===== config.mk =====
export PLATFORM = sky130hd
export DESIGN_NAME = sinc_decimator
export DESIGN_NICKNAME = d
export VERILOG_FILES = /design/src/rtl/sdf_pkg.sv /design/src/rtl/sdf_integ_chain.sv /design/src/rtl/sdf_comb_bank.sv /design/src/rtl/sdf_sequencer.sv /design/src/rtl/sdf_accum.sv /design/src/rtl/sinc_decimator.sv
export SDC_FILE = /design/constraint.sdc
export NUM_CORES = 1
export LEC_CHECK = 0
export ABC_AREA = 1
export ABC_CLOCK_PERIOD_IN_PS = 28700
export BUFFER_PORTS_ARGS = -buffer_cell sky130_fd_sc_hd__buf_2
export CAP_MARGIN = 20
export CORE_MARGIN = 2
export CORE_UTILIZATION = 51
export DETAILED_ROUTE_END_ITERATION = 7
export GPL_ROUTABILITY_DRIVEN = 0
export PLACE_DENSITY = 0.74
export SLEW_MARGIN = 10
export SYNTH_ARGS = -nofsm -noshare
export SYNTH_HDL_FRONTEND = slang
export SYNTH_HIERARCHICAL = 1
export SYNTH_SLANG_ARGS = --single-unit

===== constraint.sdc =====
create_clock -name clk -period 28.7 [get_ports clk]
set_input_delay 4.305 -clock clk [delete_from_list [all_inputs] [get_ports clk]]
set_output_delay 4.305 -clock clk [all_outputs]
set_load 0.01 [all_outputs]

===== src/rtl/sdf_pkg.sv =====
package sdf_pkg;
  typedef logic [2:0] ord_t;

  localparam ord_t ORD_FAST = 3'd0;

  typedef enum logic {ST_IDLE, ST_RUN} sdf_state_e;

  // Number of cascaded stages actually used for an order code.
  function automatic ord_t eff_order(input ord_t code, input ord_t max_ord);
    if (code == ORD_FAST) return 3'd2;
    if (code > max_ord)   return max_ord;
    return code;
  endfunction

  // Decimated outputs discarded before the integrator starts summing.
  function automatic ord_t settle_skip(input ord_t code, input ord_t max_ord);
    if (code == ORD_FAST) return 3'd3;
    return eff_order(code, max_ord) - 3'd1;
  endfunction
endpackage


===== src/rtl/sdf_integ_chain.sv =====
module sdf_integ_chain #(
  parameter int ORD_MAX = 5,
  parameter int ACC_W   = 52
) (
  input  logic                    clk,
  input  logic                    rst_n,
  input  logic                    clr,
  input  logic                    step,
  input  logic signed [ACC_W-1:0] x,
  input  sdf_pkg::ord_t           p,
  output logic signed [ACC_W-1:0] tap_next
);
  // stg[0] registers the mapped input; stg[j] lags stage j-1 by one bit
  logic signed [ACC_W-1:0] stg [ORD_MAX+1];
  logic signed [ACC_W-1:0] nxt [ORD_MAX+1];

  assign nxt[0] = x;
  for (genvar j = 1; j <= ORD_MAX; j++) begin : g_stage
    assign nxt[j] = stg[j] + stg[j-1];
  end

  always_ff @(posedge clk or negedge rst_n) begin
    if (!rst_n) begin
      for (int j = 0; j <= ORD_MAX; j++) stg[j] <= '0;
    end else if (clr) begin
      for (int j = 0; j <= ORD_MAX; j++) stg[j] <= '0;
    end else if (step) begin
      for (int j = 0; j <= ORD_MAX; j++) stg[j] <= nxt[j];
    end
  end

  always_comb begin
    tap_next = nxt[1];
    for (int j = 1; j <= ORD_MAX; j++)
      if (p == sdf_pkg::ord_t'(j)) tap_next = nxt[j];
  end
endmodule


===== src/rtl/sdf_comb_bank.sv =====
module sdf_comb_bank #(
  parameter int ORD_MAX = 5,
  parameter int ACC_W   = 52
) (
  input  logic                    clk,
  input  logic                    rst_n,
  input  logic                    clr,
  input  logic                    dec,
  input  sdf_pkg::ord_t           p,
  input  logic signed [ACC_W-1:0] din,
  output logic signed [ACC_W-1:0] dout
);
  logic signed [ACC_W-1:0] c   [ORD_MAX+1];
  logic signed [ACC_W-1:0] dly [ORD_MAX];

  assign c[0] = din;
  for (genvar j = 1; j <= ORD_MAX; j++) begin : g_comb
    assign c[j] = c[j-1] - dly[j-1];
  end

  always_ff @(posedge clk or negedge rst_n) begin
    if (!rst_n) begin
      for (int j = 0; j < ORD_MAX; j++) dly[j] <= '0;
    end else if (clr) begin
      for (int j = 0; j < ORD_MAX; j++) dly[j] <= '0;
    end else if (dec) begin
      for (int j = 0; j < ORD_MAX; j++) dly[j] <= c[j];
    end
  end

  always_comb begin
    dout = c[1];
    for (int j = 1; j <= ORD_MAX; j++)
      if (p == sdf_pkg::ord_t'(j)) dout = c[j];
  end
endmodule


===== src/rtl/sdf_sequencer.sv =====
module sdf_sequencer #(
  parameter int ORD_MAX = 5,
  parameter int FOSR_W  = 10,
  parameter int IOSR_W  = 8
) (
  input  logic              clk,
  input  logic              rst_n,
  input  logic              en,
  input  logic              start,
  input  logic              cont,
  input  sdf_pkg::ord_t     ord_sel,
  input  logic [FOSR_W-1:0] fosr_m1,
  input  logic [IOSR_W-1:0] iosr_m1,
  input  logic              bit_valid,
  output logic              busy,
  output logic              clr,
  output logic              step,
  output logic              dec,
  output logic              keep,
  output logic              last,
  output logic              fast,
  output logic              cont_q,
  output sdf_pkg::ord_t     p_eff
);
  import sdf_pkg::*;
  localparam int   PH_W  = FOSR_W + 1;
  localparam ord_t OMAX  = ord_t'(ORD_MAX);

  sdf_state_e        state;
  logic [PH_W-1:0]   phase;
  ord_t              skip;
  ord_t              ord_q;
  logic [IOSR_W-1:0] icnt;
  logic [FOSR_W-1:0] fosr_q;
  logic [IOSR_W-1:0] iosr_q;

  assign busy  = (state == ST_RUN);
  assign clr   = !busy && en && start;
  assign step  = busy && bit_valid;
  assign dec   = step && (phase == '0);
  assign keep  = dec && (skip == '0);
  assign last  = keep && (icnt == '0);
  assign fast  = (ord_q == ORD_FAST);
  assign p_eff = eff_order(ord_q, OMAX);

  always_ff @(posedge clk or negedge rst_n) begin
    if (!rst_n) begin
      state  <= ST_IDLE;
      phase  <= '0;
      skip   <= '0;
      ord_q  <= 3'd1;
      icnt   <= '0;
      fosr_q <= '0;
      iosr_q <= '0;
      cont_q <= 1'b0;
    end else if (!en) begin
      state <= ST_IDLE;
    end else if (clr) begin
      state  <= ST_RUN;
      ord_q  <= ord_sel;
      fosr_q <= fosr_m1;
      iosr_q <= iosr_m1;
      cont_q <= cont;
      // first decimation lands on bit fosr + p
      phase  <= PH_W'(fosr_m1) + PH_W'(eff_order(ord_sel, OMAX));
      skip   <= settle_skip(ord_sel, OMAX);
      icnt   <= iosr_m1;
    end else if (step) begin
      phase <= (phase == '0) ? PH_W'(fosr_q) : phase - 1'b1;
      if (dec) begin
        if (skip != '0) begin
          skip <= skip - 3'd1;
        end else if (icnt == '0) begin
          icnt <= iosr_q;
          if (!cont_q) state <= ST_IDLE;
        end else begin
          icnt <= icnt - 1'b1;
        end
      end
    end
  end
endmodule


===== src/rtl/sdf_accum.sv =====
module sdf_accum #(
  parameter int ACC_W = 52,
  parameter int RES_W = 32
) (
  input  logic                    clk,
  input  logic                    rst_n,
  input  logic                    clr,
  input  logic                    keep,
  input  logic                    last,
  input  logic                    fast,
  input  logic signed [ACC_W-1:0] y,
  output logic [RES_W-1:0]        result,
  output logic                    done
);
  logic signed [ACC_W-1:0] acc;
  logic signed [ACC_W-1:0] y_g;
  logic signed [ACC_W-1:0] sum;

  assign y_g  = fast ? (y <<< 1) : y;
  assign sum  = acc + y_g;
  assign done = last;

  always_ff @(posedge clk or negedge rst_n) begin
    if (!rst_n) begin
      acc    <= '0;
      result <= '0;
    end else if (clr) begin
      acc <= '0;
    end else if (keep) begin
      acc <= last ? '0 : sum;
      if (last) result <= sum[RES_W-1:0];
    end
  end
endmodule


===== src/rtl/sinc_decimator.sv =====
module sinc_decimator #(
  parameter int ORD_MAX = 5,
  parameter int FOSR_W  = 10,
  parameter int IOSR_W  = 8,
  parameter int RES_W   = 32
) (
  input  logic              clk,
  input  logic              rst_n,
  input  logic              en,
  input  logic              start,
  input  logic              cont,
  input  logic [2:0]        ord_sel,
  input  logic [FOSR_W-1:0] fosr_m1,
  input  logic [IOSR_W-1:0] iosr_m1,
  input  logic              bit_in,
  input  logic              bit_valid,
  input  logic              rd,
  input  logic              ovr_clr,
  input  logic              eoc_ie,
  input  logic              ovr_ie,
  output logic [RES_W-1:0]  result,
  output logic              eoc,
  output logic              ovr,
  output logic              irq
);
  localparam int ACC_W = ORD_MAX * FOSR_W + 2;

  logic busy, clr, step, dec, keep, last, fast, run_cont, done;
  sdf_pkg::ord_t p_eff;
  logic signed [ACC_W-1:0] x_lvl, tap, y;

  assign x_lvl = bit_in ? ACC_W'(1) : {ACC_W{1'b1}};

  sdf_sequencer #(.ORD_MAX(ORD_MAX), .FOSR_W(FOSR_W), .IOSR_W(IOSR_W)) u_seq (
    .clk(clk), .rst_n(rst_n), .en(en), .start(start), .cont(cont),
    .ord_sel(ord_sel), .fosr_m1(fosr_m1), .iosr_m1(iosr_m1),
    .bit_valid(bit_valid), .busy(busy), .clr(clr), .step(step), .dec(dec),
    .keep(keep), .last(last), .fast(fast), .cont_q(run_cont), .p_eff(p_eff)
  );

  sdf_integ_chain #(.ORD_MAX(ORD_MAX), .ACC_W(ACC_W)) u_integ (
    .clk(clk), .rst_n(rst_n), .clr(clr), .step(step), .x(x_lvl),
    .p(p_eff), .tap_next(tap)
  );

  sdf_comb_bank #(.ORD_MAX(ORD_MAX), .ACC_W(ACC_W)) u_comb (
    .clk(clk), .rst_n(rst_n), .clr(clr), .dec(dec), .p(p_eff),
    .din(tap), .dout(y)
  );

  sdf_accum #(.ACC_W(ACC_W), .RES_W(RES_W)) u_acc (
    .clk(clk), .rst_n(rst_n), .clr(clr), .keep(keep), .last(last),
    .fast(fast), .y(y), .result(result), .done(done)
  );

  always_ff @(posedge clk or negedge rst_n) begin
    if (!rst_n) begin
      eoc <= 1'b0;
      ovr <= 1'b0;
    end else begin
      if (done)    eoc <= 1'b1;
      else if (rd) eoc <= 1'b0;
      if (done && eoc && !rd) ovr <= 1'b1;
      else if (ovr_clr)       ovr <= 1'b0;
    end
  end

  assign irq = (eoc && eoc_ie) || (ovr && ovr_ie);
endmodule


Word level (Yosys, flattened, before mapping). Cells that the tools add are included.

Register bits after elaboration: 703. Latch bits: 0. Bits in writable memories: 0. Memory bits (read-only): 0. Input port bits: 32. Output and inout port bits: 35. Word-level logic and storage cells: 157. Memories kept: 0.

$add $sub $neg: 16. Multipliers: 0. Div/mod/pow operators: 0. Order comparisons: 2. Equality and inequality tests: 10. Shifts and indexed selects: 0. Multiplexer cells: 74. Bitwise gates (word level): 1. Reduce and logical (&&, ||, !) cells: 31.

Operators by type and width (count): two-way mux 52 bit (13); two-way mux 312 bit (2); two-way mux 260 bit (2); adder 52 bit (6); subtractor 52 bit (5); two-way mux 3 bit (21); two-way mux 8 bit (5); two-way mux 11 bit (3); two-way mux 1 bit (28); nonzero test 2 bit (6); adder 10 x 3 -> 11 bit (1); zero test 11 bit (1); subtractor 11 x 1 -> 11 bit, second input constant (1); logical AND 1 bit (10); zero test 3 bit (3); != test 3 x 1 -> 1 bit, second input constant (3); zero test 8 bit (1); AND reduction 4 bit (2); subtractor 8 x 1 -> 8 bit, second input constant (1); equality test 3 x 2 -> 1 bit, second input constant (2); equality test 3 bit, second input constant (2); greater-than comparator 3 bit, second input constant (2); != test 3 bit, second input constant (2); subtractor 3 x 1 -> 3 bit, second input constant (2); 8 further kinds (10).

Depth between registers and ports, before layout.
Word-level depth: 21. Gate-level depth with buffers: 77. Mapped depth without buffers: 76.

Modules after synthesis. Netlist, hierarchy kept.

Modules (own cells, without submodules): sdf_integ_chain (times used 1, cells each 5504, area each 33519.6 µm², sequential area each 7807.5 µm²); sdf_comb_bank (times used 1, cells each 4075, area each 27003.4 µm², sequential area each 6506.2 µm²); sdf_accum (times used 1, cells each 827, area each 5074.9 µm², sequential area each 1601.5 µm²); sdf_sequencer (times used 1, cells each 434, area each 3022.9 µm², sequential area each 1127.3 µm²); sinc_decimator (times used 1, cells each 15, area each 100.1 µm², sequential area each 50.0 µm²).

Least setup slack after synthesis. Ideal clock, no wire load.

Path type: register to register. Start point: reg u_integ/stg[104] (netlist name). End point: reg u_acc.result[31]. Library setup time: 118 ps. Data arrival time: 9421 ps. Required time: 28582 ps. Setup slack: 19161 ps. Stages on the path, launching flop included: 65. Buffers on the path: 0. Period minus slack after synthesis: 9539 ps. Path through: dfrtp_1 -> ha_1 -> fa_1 -> nand3_1 -> nand3_1 -> nand2_1 -> nand2_1 -> xnor2_1 -> o22ai_1 -> o211ai_1 -> o21ai_0 -> ha_1 -> nand2_1 -> nor2_1 -> inv_1 -> o21ai_1 -> a21oi_2 -> o21ai_1 -> [29 not listed] -> ha_1 -> a21oi_1 -> inv_1 -> a21oi_1 -> o21ai_1 -> xor2_1 -> nand2_1 -> o21ai_1 -> nor2_1 -> a21oi_1 -> ha_1 -> a21o_1 -> nor2_1 -> nand2_1 -> a21oi_1 -> nand3_1 -> nand3_1 -> nand2_1.

Word-level cells in the longest chain between the ends: 12. Elaborated cells on any way between the ends: 16. Classes of those cells: 8 x add/sub; 8 x mux.

RTL lines: start, declared (RTL line sdf_integ_chain.sv:14) `logic signed [ACC_W-1:0] stg [ORD_MAX+1];`; adder 52 bit (RTL line sdf_integ_chain.sv:19) `assign nxt[j] = stg[j] + stg[j-1];`; two-way mux 52 bit (RTL line sdf_integ_chain.sv:35) `if (p == sdf_pkg::ord_t'(j)) tap_next = nxt[j];`; two-way mux 52 bit (*) (2 in series) (RTL line sdf_integ_chain.sv:35); net tap[6] (RTL line sinc_decimator.sv:30) `logic signed [ACC_W-1:0] x_lvl, tap, y;`; subtractor 52 bit (*) (RTL line sdf_comb_bank.sv:18) `assign c[j] = c[j-1] - dly[j-1];`; subtractor 52 bit (RTL line sdf_comb_bank.sv:18); subtractor 52 bit / two-way mux 52 bit (equally long branches) (3 in series) (RTL line sdf_comb_bank.sv:18, sdf_comb_bank.sv:34); two-way mux 52 bit (*) (RTL line sdf_comb_bank.sv:34) `if (p == sdf_pkg::ord_t'(j)) dout = c[j];`; net y[30] (RTL line sinc_decimator.sv:30); two-way mux 52 bit (*) (RTL line sdf_accum.sv:19) `assign y_g = fast ? (y <<< 1) : y;`; adder 52 bit (*) (RTL line sdf_accum.sv:20) `assign sum = acc + y_g;`; end signal, assigned (RTL line sdf_accum.sv:31) `if (last) result <= sum[RES_W-1:0];`; end, declared (RTL line sdf_accum.sv:12) `output logic [RES_W-1:0] result,`.

The timed path passes the listed nets; every way through them passes the cells marked *. A chain may end at the register's enable or synchronous reset.

Worst setup path after layout.
Start point: reg u_seq.ord_q[2]. End point: reg u_acc.result[29].

Word-level cells in the longest chain between the ends: 18. Elaborated cells on any way between the ends: 27. Classes of those cells: 6 x add/sub; 1 x order compare; 4 x eq/ne; 15 x mux; 1 x reduce/logical.

RTL lines: start, declared (RTL line sdf_sequencer.sv:32) `ord_t ord_q;`; start signal, assigned (RTL line sdf_sequencer.sv:60) `ord_q <= ord_sel;`; greater-than comparator 3 bit (RTL line sdf_pkg.sv:11) `if (code > max_ord) return max_ord;`; two-way mux 1 bit (2 in series) (RTL line sdf_pkg.sv:11); two-way mux 3 bit (RTL line sdf_pkg.sv:12) `return code;`; two-way mux 3 bit (*) (RTL line sdf_pkg.sv:11); net p_eff[1] (RTL line sinc_decimator.sv:29) `sdf_pkg::ord_t p_eff;`; equality test 3 x 2 -> 1 bit (RTL line sdf_integ_chain.sv:35); two-way mux 52 bit (3 in series) (RTL line sdf_integ_chain.sv:35); two-way mux 52 bit (*) (RTL line sdf_integ_chain.sv:35); net tap[2] (RTL line sinc_decimator.sv:30); subtractor 52 bit (*) (RTL line sdf_comb_bank.sv:18); subtractor 52 bit (RTL line sdf_comb_bank.sv:18); subtractor 52 bit / two-way mux 52 bit (equally long branches) (3 in series) (RTL line sdf_comb_bank.sv:18, sdf_comb_bank.sv:34); two-way mux 52 bit (*) (RTL line sdf_comb_bank.sv:34); net y[27] (RTL line sinc_decimator.sv:30); two-way mux 52 bit (*) (RTL line sdf_accum.sv:19); adder 52 bit (*) (RTL line sdf_accum.sv:20).

The timed path passes the listed nets; every way through them passes the cells marked *. The select of a mux whose other input is x is not followed.

==> flow_metrics.py <==
metrics = {
    "sta": {
        "final-setup-viol-count": 0,
        "fmax_mhz": 73.8,
        "final_period_minus_worst_setup_slack_ps": 13550,
        "setup_tns_ps": 0,
        "finClkSkew_ps": 25.1,
        "tightest_slew_ps": 1020,
        "hold_viol": 0,
        "slew_headroom_pct": 32.3,
        "final_max_slew_viol_count": 0,
        "holdWs_ps": 471,
        "grt_setup_unrepaired": "no",
        "fin_crit_sh_pct": 47.2,
    },
    "critical_path": {
        "required_ps": 29230,
        "worstPathMaxFanout": 22,
        "cp-end-kind": "flop",
        "critical_path.most_common_cell": "a21oi_1",
        "timing.rr.end": "u_acc/result[29]$_DFFE_PN0P_",
        "startpoint_type": "flop",
        "r2r_cells": 67,
        "slowest_stage": "ha_1",
        "critPathMaxStageDelay_ps": 520,
        "critical_path_class": "flop to flop",
        "worst_path_dominant_cell_family": "compound AO/OA/AOI/OAI gates",
        "cp_num_buf_inv": 10,
        "reg2reg_setup_slack_ps": 15150,
        "reg2reg_from": "u_seq/ord_q[2]$_DFFE_PN0P_",
        "cp-startpoint": "u_seq/ord_q[2]$_DFFE_PN0P_",
        "arrival_ps": 14090,
        "crit_cells": 67,
    },
    "floorplanning": {
        "start_util_pct": 51.5,
        "die_h_um": 295,
        "die_area_um2": 86900,
        "num_io_pins": 67,
        "die_w_um": 295,
        "rows": 106,
        "core_area_um2": 83700,
    },
    "min_path": {
        "min-delay-start": "u_seq/iosr_q[4]$_DFFE_PN0P_",
        "min_path_type": "flop to flop",
        "holdPathEnd": "u_seq/iosr_q[4]$_DFFE_PN0P_",
        "hold_depth": 2,
    },
    "drt": {
        "vias": 43100,
        "drc": 6,
        "vias_per_cell": 5.59,
        "ant_nets": 0,
        "drtPass1Iterations": 8,
        "routed_wirelength_um": 136000,
        "drt-initial-drc-count": 4206,
        "detail_route.wl_per_cell_um": 17.6,
    },
    "clocking": {
        "h-tree-depth": 2,
        "cts_tree": "yes",
        "clockBufferDepth": 3,
        "postCtsHoldBufs": 0,
        "cts_made_buffers": 55,
        "cts.sinks": 463,
        "ctsResizeCount": 0,
        "path_clk_slew_ps": 60,
        "post_cts_buffers": 0,
        "clock_latency_ps": 650,
        "root_buffer": "clkbuf_16",
    },
    "placed_design": {
        "hpwl_um": 106000,
        "port_buffers": 66,
    },
    "finish": {
        "fillers": 8078,
        "multi_input_area_um2": 26600,
        "layout.nets": 6945,
        "ff_latch_area_um2": 11600,
        "layout-drive-gt1-share_pct": 5.60,
        "area_growth_pct": 7.51,
        "antenna-diode-count": 0,
    },
    "outcome": {
        "violations": "design-rule violations",
        "outcome": "finished with violations",
    },
    "logic_synthesis": {
        "synth_cells": 6591,
        "avgSynthCellArea_um2": 6.54,
        "syn_nets": 6995,
        "synth_warnings": 6,
        "syn_area_um2": 43100,
    },
    "grt": {
        "antenna_found_initial": 0,
        "grt_pass1_vias": 40400,
        "grt_max_degree": 92,
        "grt_first_pass_wirelength_um": 217000,
        "grt.total_usage_pct": 31.1,
        "grt-ovfl-total": 0,
    },
    "run": {
        "max-cap-violations": 0,
    },
}
worst max path at each step:
stage	to	slack (ps)
floorplan	u_acc/result[31]$_DFFE_PN0P_	19400
global placement	u_acc/result[29]$_DFFE_PN0P_	15660
detailed placement	u_acc/result[29]$_DFFE_PN0P_	15560
CTS	u_acc/result[29]$_DFFE_PN0P_	15480
global route	u_acc/result[29]$_DFFE_PN0P_	14400
finish	u_acc/result[29]$_DFFE_PN0P_	15150
state kept, by name, summed over array words and instances (netlist names):
name / cells
eoc: 1
ovr: 1
u_acc/acc: 32
u_acc/result: 32
u_comb/dly: 160
u_integ/stg: 192
u_seq/busy: 1
u_seq/cont_q: 1
u_seq/fosr_q: 10
u_seq/icnt: 8
u_seq/iosr_q: 8
u_seq/ord_q: 3
u_seq/phase: 11
u_seq/skip: 3
worst register-to-register path, delay by kind of cell (launching register included):
family | cells | cell delay [ps]
and+or+nand+nor | 24 | 2890
AOI/OAI and AO/OA | 24 | 5000
DFF | 1 | 460
adders and majority gates | 6 | 2300
buffers and inverters | 10 | 1710
xor gates and xnor gates | 3 | 1090
placed cells by master (no fill, tap or decap), drive strengths merged, types with 2 or more instances in the layout:
cell / count
nand2: 1985
inv: 1102
nor2: 514
dfrtp: 462
o21ai: 446
a21oi: 421
ha: 360
nand3: 276
xor2: 152
xnor2: 108
buf: 102
a22o: 90
o22ai: 90
clkbuf: 72
nand4: 45
o21bai: 45
a31oi: 37
nor3: 31
or2: 29
o211ai: 25
nand3b: 20
a21o: 20
a21boi: 18
o21a: 16
clkinv: 16
a32o: 14
a221oi: 13
fa: 12
bufinv: 9
and2: 9
o221ai: 8
clkinvlp: 6
a31o: 5
nor4: 5
a211oi: 4
and3: 3
o31ai: 3
o2111ai: 3
o2bb2ai: 2
cell type report:
class                      instances  area share (%)
multi-input combinational       4816            57.4
sequential                       463            25.0
inverter                        1103            8.94
clock buffer                      72            3.30
tap                             1134            3.06
timing repair buffer             102            1.36
clock inverter                    30           0.939
through the flow:
step                area, um2  std cells  util, %  setup slack (ps)
global placement        44400       7617     53.0             15660
detailed placement      44400       7617     53.0             15560
global route            46300       7720     55.4             14400
CTS                     46300       7719     55.3             15480
finish                  46300       7720     55.4             15150
floorplan               43100       6591        -             19400
per-layer routing:
layer,part of all wire [%],global-route usage [%],vias up
met5,0,0,-
met4,3.4,10.1,0
met3,9.9,4.56,272
met2,43,47.9,1880
met1,44,44.8,19900
li1,-,-,21100
Power is left out: the tool's default activity adds up to more than one toggle a clock period on the data nets, which glitch-free logic cannot reach.
